`src/rtl/shu_pkg.sv`:
```
package shu_pkg;

    typedef enum logic [1:0] {
        SHU_OP_LEFT   = 2'b00,
        SHU_OP_RIGHT  = 2'b01,
        SHU_OP_SXLEFT = 2'b10,
        SHU_OP_NONE   = 2'b11
    } shu_op_e;

endpackage

```
`src/rtl/shu_prep.sv`:
```
// Operand and distance conditioning for the two barrel shifters.
module shu_prep
    import shu_pkg::*;
#(
    parameter int W  = 64,
    parameter int AW = 7
) (
    input  logic [W-1:0]  src,
    input  logic [AW-1:0] amt,
    input  shu_op_e       op,
    input  logic          word,
    input  logic          arith,
    output logic [W-1:0]  left_src,
    output logic [W-1:0]  right_src,
    output logic          right_fill,
    output logic [AW-1:0] eff_amt
);
    localparam int H = W / 2;

    logic [W-1:0] sx_word;
    logic [W-1:0] zx_word;

    always_comb begin
        sx_word = {{H{src[H-1]}}, src[H-1:0]};
        zx_word = {{H{1'b0}}, src[H-1:0]};

        // word mode drops the top distance bit
        eff_amt = word ? {1'b0, amt[AW-2:0]} : amt;

        if (word) begin
            left_src = zx_word;
        end else if (op == SHU_OP_SXLEFT) begin
            left_src = sx_word;
        end else begin
            left_src = src;
        end

        if (word) begin
            right_src  = arith ? sx_word : zx_word;
            right_fill = arith & src[H-1];
        end else begin
            right_src  = src;
            right_fill = arith & src[W-1];
        end
    end

endmodule

```
`src/rtl/shu_lbarrel.sv`:
```
// Logarithmic left shifter; the top stage shifts by the full width.
module shu_lbarrel #(
    parameter int W  = 64,
    parameter int AW = 7
) (
    input  logic [W-1:0]  din,
    input  logic [AW-1:0] amt,
    output logic [W-1:0]  dout
);
    logic [AW:0][W-1:0] stg;

    assign stg[0] = din;

    for (genvar k = 0; k < AW; k++) begin : g_stage
        localparam int SH = 2 ** k;
        if (SH >= W) begin : g_clear
            assign stg[k+1] = amt[k] ? '0 : stg[k];
        end else begin : g_move
            assign stg[k+1] = amt[k] ? {stg[k][W-1-SH:0], {SH{1'b0}}} : stg[k];
        end
    end

    assign dout = stg[AW];

endmodule

```
`src/rtl/shu_rbarrel.sv`:
```
// Logarithmic right shifter with a selectable fill bit.
module shu_rbarrel #(
    parameter int W  = 64,
    parameter int AW = 7
) (
    input  logic [W-1:0]  din,
    input  logic          fill,
    input  logic [AW-1:0] amt,
    output logic [W-1:0]  dout
);
    logic [AW:0][W-1:0] stg;

    assign stg[0] = din;

    for (genvar k = 0; k < AW; k++) begin : g_stage
        localparam int SH = 2 ** k;
        if (SH >= W) begin : g_flood
            assign stg[k+1] = amt[k] ? {W{fill}} : stg[k];
        end else begin : g_move
            assign stg[k+1] = amt[k] ? {{SH{fill}}, stg[k][W-1:SH]} : stg[k];
        end
    end

    assign dout = stg[AW];

endmodule

```
`src/rtl/shift_unit.sv`:
```
module shift_unit
    import shu_pkg::*;
#(
    parameter int XLEN  = 64,
    parameter int TAG_W = 6,
    parameter int ID_W  = 4
) (
    input  logic             clk,
    input  logic             rst_n,
    input  logic [XLEN-1:0]  src_i,
    input  logic [XLEN-1:0]  amt_i,
    input  logic [1:0]       op_i,
    input  logic             word_i,
    input  logic             arith_i,
    input  logic [TAG_W-1:0] tag_i,
    input  logic [ID_W-1:0]  id_i,
    output logic [XLEN-1:0]  result_o,
    output logic [TAG_W-1:0] tag_o,
    output logic [ID_W-1:0]  id_o
);
    localparam int AMT_W = $clog2(XLEN) + 1;
    localparam int HALF  = XLEN / 2;

    typedef struct packed {
        logic [XLEN-1:0]  result;
        logic [TAG_W-1:0] tag;
        logic [ID_W-1:0]  id;
    } stage_t;

    stage_t stage_d, stage_q;

    shu_op_e         op;
    logic [XLEN-1:0]  left_src, right_src, left_res, right_res;
    logic             right_fill;
    logic [AMT_W-1:0] eff_amt;
    logic             unused_amt_hi;

    assign op            = shu_op_e'(op_i);
    assign unused_amt_hi = ^amt_i[XLEN-1:AMT_W];

    shu_prep #(.W(XLEN), .AW(AMT_W)) u_prep (
        .src        (src_i),
        .amt        (amt_i[AMT_W-1:0]),
        .op         (op),
        .word       (word_i),
        .arith      (arith_i),
        .left_src   (left_src),
        .right_src  (right_src),
        .right_fill (right_fill),
        .eff_amt    (eff_amt)
    );

    shu_lbarrel #(.W(XLEN), .AW(AMT_W)) u_left (
        .din  (left_src),
        .amt  (eff_amt),
        .dout (left_res)
    );

    shu_rbarrel #(.W(XLEN), .AW(AMT_W)) u_right (
        .din  (right_src),
        .fill (right_fill),
        .amt  (eff_amt),
        .dout (right_res)
    );

    always_comb begin
        stage_d     = '0;
        stage_d.tag = tag_i;
        stage_d.id  = id_i;
        unique case (op)
            SHU_OP_LEFT, SHU_OP_SXLEFT: begin
                if (word_i) begin
                    stage_d.result = {{HALF{1'b0}}, left_res[HALF-1:0]};
                end else begin
                    stage_d.result = left_res;
                end
            end
            SHU_OP_RIGHT: stage_d.result = right_res;
            default:      stage_d.result = '0;
        endcase
    end

    always_ff @(posedge clk or negedge rst_n) begin
        if (!rst_n) begin
            stage_q <= '0;
        end else begin
            stage_q <= stage_d;
        end
    end

    assign result_o = stage_q.result;
    assign tag_o    = stage_q.tag;
    assign id_o     = stage_q.id;

endmodule

```
`config.mk`:
```
export PLATFORM = sky130hd
export DESIGN_NAME = shift_unit
export DESIGN_NICKNAME = d
export VERILOG_FILES = /design/src/rtl/shu_pkg.sv /design/src/rtl/shu_prep.sv /design/src/rtl/shu_lbarrel.sv /design/src/rtl/shu_rbarrel.sv /design/src/rtl/shift_unit.sv
export SDC_FILE = /design/constraint.sdc
export NUM_CORES = 1
export LEC_CHECK = 0
export ABC_AREA = 1
export CAP_MARGIN = 20
export CORE_MARGIN = 2
export CORE_UTILIZATION = 46
export CTS_CLUSTER_SIZE = 10
export DETAILED_ROUTE_END_ITERATION = 7
export PLACE_DENSITY = 0.71
export SYNTH_ARGS = -nofsm -noshare
export SYNTH_HDL_FRONTEND = slang
export SYNTH_HIERARCHICAL = 1
export SYNTH_SLANG_ARGS = --single-unit
```
`constraint.sdc`:
```
create_clock -name clk -period 0.8 [get_ports clk]
set_input_delay 0.16 -clock clk [delete_from_list [all_inputs] [get_ports clk]]
set_output_delay 0.16 -clock clk [all_outputs]
set_load 0.05 [all_outputs]
```
==> results_dict.tcl, run 1 <==
set metrics [dict create \
    netlist_instances 2424 \
    yosysWarnings 6 \
    initial_core_util_pct 46.68 \
    cts_buffers 9 \
    fp-row-count 60 \
    synth_fp_nets 2568 \
    cts_buffer_depth 2 \
    synth.distinct_cells 24 \
    grt_max_degree 67 \
    synth_edf_count 0 \
    io_buffers 160 \
    syn_area_um2 12540 \
    dp_hpwl_um 49800 \
    die_x_um 169.1 \
    crit_endpoint "result_o[54]$_DFF_PN0_/D" \
    synthFlopType "dfrtp_1" \
    fp.dieH_um 169.1 \
    cts_root_buffer "clkbuf_16" \
    synth-seq-cells 74 \
    htreeDepth 3 \
    grtUsageTotal_pct 59.87 \
    worst-ep-kind "sequential cell input" \
    avgSynthCellArea_um2 5.175 \
    routabilityCongestion 1.067 \
    status "aborted with a tool error" \
    first-error "[ERROR GRT-0232] Routing congestion too high. Check the congestion heatmap in the GUI." \
    overflow 18 \
    haltStage "global routing (5_1_grt)" \
    yosysSeqAreaShare_pct 14.76 \
    ios 218 \
    async_reset_ff_share_pct 100.0 \
    clkSinkCount 74 \
    postPlaceCellArea_um2 16020 \
]
[cell usage after synthesis (2+ instances only)]
cell type,n,area [um^2]
nor2_1,60,225.2
nand2_2,11,68.82
o21ai_1,6,30.03
nor2_2,2,12.51
nand4_1,7,43.79
o21ai_0,33,165.2
nand3_1,922,4614
buf_2,63,315.3
inv_1,47,176.4
nand2_1,965,3622
inv_2,11,41.29
buf_4,91,683.2
a21boi_1,2,15.01
buf_6,18,202.7
nor3_1,11,55.05
and3_1,4,25.02
clkbuf_1,62,232.7
buf_1,30,112.6
dfrtp_1,74,1852
[stage by stage]
stage               setup slack (ns)  setup TNS [ns]  hold WS (ns)  utilization (%)  std cells
floorplan                    -0.7362          -42.79       -0.1356                -       2424
global placement              -1.802         -109.64      0.002564            59.61       2895
detailed placement            -1.879         -113.67      0.007384            59.61       2895
CTS                          -0.7367          -63.71        0.2117            73.82       2938
[metal layers]
layer	GRT usage, %	GRT overflow
met4	53.25	8
met5	20.17	2
met3	37.83	0
met2	79.40	8
met1	63.50	0
[cell families after synthesis]
kind of cell | after synthesis | share of synthesized area, %
flops | 74 | 14.76
compound gates | 42 | 1.715
simple gates | 1985 | 69.41
buf+inv | 323 | 14.11
[repair_timing]
action | CTS
pin swaps | 315
cloned | 12
hold buffers | 1
setup endpoints to repair | 138
setup buffers | 16
endpoints found under the hold margin | 74
resized for setup | 885
==> run 2: changes to the inputs <==
--- a/config.mk
+++ b/config.mk
@@ -8,10 +8,9 @@
 export ABC_AREA = 1
 export CAP_MARGIN = 20
 export CORE_MARGIN = 2
-export CORE_UTILIZATION = 46
-export CTS_CLUSTER_SIZE = 10
+export CORE_UTILIZATION = 31
 export DETAILED_ROUTE_END_ITERATION = 7
-export PLACE_DENSITY = 0.71
+export PLACE_DENSITY_LB_ADDON = 0.15
 export SYNTH_ARGS = -nofsm -noshare
 export SYNTH_HDL_FRONTEND = slang
 export SYNTH_HIERARCHICAL = 1
==> results_dict.tcl, run 2 <==
set metrics [dict create \
    status "finished with violations" \
    violations "DRC, setup timing" \
    htreeDepth 3 \
    vdd_drop_max_mv 0.7052 \
    overflow 0 \
    max_freq_ghz 0.5745 \
    netlist_instances 2424 \
    die_x_um 205.2 \
    grt_max_degree 67 \
    ios 218 \
    synth_fp_nets 2568 \
    drt_first_pass_iters 8 \
    grt_pass1_wl_um 103000 \
    io_buffers 160 \
    cts_buffer_depth 2 \
    vias_per_cell 5.785 \
    min_period_ns 1.741 \
    dp_hpwl_um 54520 \
    grt_pass1_vias 16440 \
    synth_compound_area_share_pct 1.716 \
    fin_setup_tns_ns -74.03 \
    routabilityCongestion 1.027 \
    period_share_pct 217.6 \
    cts_root_buffer "clkbuf_16" \
    maxSlewViolCount 0 \
    yosysWarnings 6 \
    netlist_top_cells_count "965 x nand2_1, 922 x nand3_1, 91 x buf_4" \
    synth-seq-cells 74 \
    placed_cells 3023 \
    drc 1 \
    grtUsageTotal_pct 32.25 \
    yosys.area_share.xor_xnor_pct 0 \
    postPlaceCellArea_um2 15920 \
    synth_top_area_share_pct 36.78 \
    p_total_mw 22.32 \
    cts_tree "yes" \
    yosysSeqAreaShare_pct 14.76 \
    synth.distinct_cells 24 \
    power.density_nw_per_um2 1174 \
    postRouteAntennaNets 0 \
    routed_wl_um 69430 \
    max_slew.worst_pin.slew_ns 0.9068 \
    multi_input_area_um2 11410 \
    syn_area_um2 12540 \
    diodes 0 \
    nFillCells 4199 \
    synth_top_area_cell "nand3_1" \
    fp.dieH_um 205.2 \
    crit_arrival_ns 2.01 \
    finalHoldViolations 0 \
    synth.most_common_cell "nand2_1" \
    layout_setup_ws_ns -0.9408 \
    path_class "in -> reg" \
    fp-row-count 73 \
    maxCapViolCount 0 \
    power.leakage_nw 9.503 \
    drtIter0Drc 2474 \
    die_area_um2 42090 \
    area_growth_pct 51.57 \
    final_layout_size_suffix_gt1_share_pct 35.30 \
    vias 17740 \
    antenna_found_initial 0 \
    seq_area_um2 1861 \
    rsz0062_at_grt "true" \
    clk_pin_slew_ns 0.06 \
    clkSinkCount 74 \
    crit_fanout 8 \
    final_cell_area_um2 19010 \
    crit_required_ns 1.07 \
    setup_viol 138 \
    crit_path_end_kind "flop" \
    synthTopCellsByArea "nand3_1 37%, nand2_1 29%, dfrtp_1 15%, buf_4 5.4%, buf_2 2.5%" \
    async_reset_ff_share_pct 100.0 \
    synthSimpleGateAreaFrac_pct 69.41 \
    synthFlopType "dfrtp_1" \
    largest_reg_flops 64 \
    wire_per_inst_um 22.64 \
    mostFrequentLayoutCells "789 x nand2_1, 626 x nand3_1, 276 x nand3_2" \
    slew_headroom_pct 39.55 \
    finalNetCount 2680 \
    core_um2 39820 \
    synth-adder-area-share_pct 0 \
    final_common_cell "nand2_1" \
    initial_core_util_pct 31.50 \
    synth_edf_count 0 \
    min_path_type "in -> async" \
    cts_buffers 9 \
    stdcell_count 3066 \
    startpoint_type "input port" \
    synth_mux_area_share_pct 0 \
    avgSynthCellArea_um2 5.175 \
    synth_top_family_by_area "simple AND/OR/NAND/NOR gates" \
]
==> run 2: cell counts after synthesis <==
No cell type changed its count.
==> run 2: final cells by class <==
type                            count  share of cell area, %
Clock buffer                       10                  1.204
Clock inverter                      6                 0.4738
Inverter                           59                  1.191
Multi-Input combinational cell   2030                  60.00
Sequential cell                    74                  9.785
Tap cell                          525                  3.455
Timing Repair Buffer              362                  23.89
==> run 2: report_power, final <==
group | internal, mW | switching, mW
registers | 4.03 | 0.285
logic | 4.95 | 8.67
clock network | 2.74 | 1.64
==> run 2: metal layers <==
layer | vias up | part of all wire, % | wire length, um | global-route usage, %
li1 | 8228 | - | - | -
met1 | 8304 | 43 | 29910 | 45.34
met2 | 1063 | 44 | 30620 | 50.47
met3 | 142 | 8.9 | 6153 | 4.423
met4 | 0 | 3.9 | 2741 | 10.77
met5 | - | 0 | 0 | 0
==> run 2: logic make-up (layout without fill, tap and decap cells) <==
kind of cell	count (synthesis)	in the layout
AOI/OAI and AO/OA	42	42
buffers and inverters	323	437
DFF	74	74
and+or+nand+nor	1985	1988
==> run 2: worst paths after layout <==
kind                       startpoint      endpoint  slack, ns  cells past startpoint
max in group asynchronous       rst_n  result_o[62]       0.17                      3
min in group clk             tag_i[3]      tag_o[3]       0.25                      1
min                             rst_n      tag_o[4]       0.16                      2
max                         src_i[31]  result_o[39]      -0.94                     17
==> run 2: stage by stage <==
stage	hold slack, ns	utilization (%)	setup slack (ns)
final	0.1650	47.74	-0.9408
after detailed placement	-0.01617	39.97	-1.808
after global placement	-0.01902	39.97	-1.822
after CTS	0.1483	45.72	-0.9002
after global routing	0.1794	47.74	-0.9923
after floorplan	-0.1356	-	-0.7362
==> run 2: worst max-delay path, stage by stage <==
cell,delay [ns]
buf_6,0.07
buf_6,0.09
nand3_4,0.11
buf_12,0.17
buf_16,0.15
o21ai_4,0.08
buf_6,0.13
nand2_4,0.06
nand3_4,0.11
nand3_4,0.09
nand3_2,0.10
nand3_1,0.11
nand2_2,0.15
nand2_1,0.06
nand2_1,0.08
nand3_1,0.13
nand2_2,0.14
==> run 2: what timing repair did <==
| action | in CTS | in global routing |
|---|---|---|
| hold buffers | 1 | 0 |
| gates resized for setup | 534 | 184 |
| setup endpoints to repair | 138 | 138 |
| setup buffers | 19 | 0 |
| pin swaps | 135 | 82 |
| gates cloned | 9 | 0 |
| hold endpoints to repair | 74 | 0 |
No activity file was read; power rests on OpenSTA's default activity.
==> run 3: changes to the inputs <==
==> constraint.sdc (replaced) <==
create_clock -name clk -period 0.8 [get_ports clk]
set_input_delay 0.16 -clock clk [delete_from_list [all_inputs] [get_ports clk]]
set_output_delay 0.16 -clock clk [all_outputs]
set_load 0.1 [all_outputs]
==> results of run 3 <==
The final DEF is identical to that of run 2. Status: finished with violations: DRC, setup timing.
Among the figures that moved: setup TNS -74.03 ns -> -75.46 ns; total power 22.32 mW -> 23.42 mW; worst IR drop on VDD 0.7052 mV -> 0.7341 mV
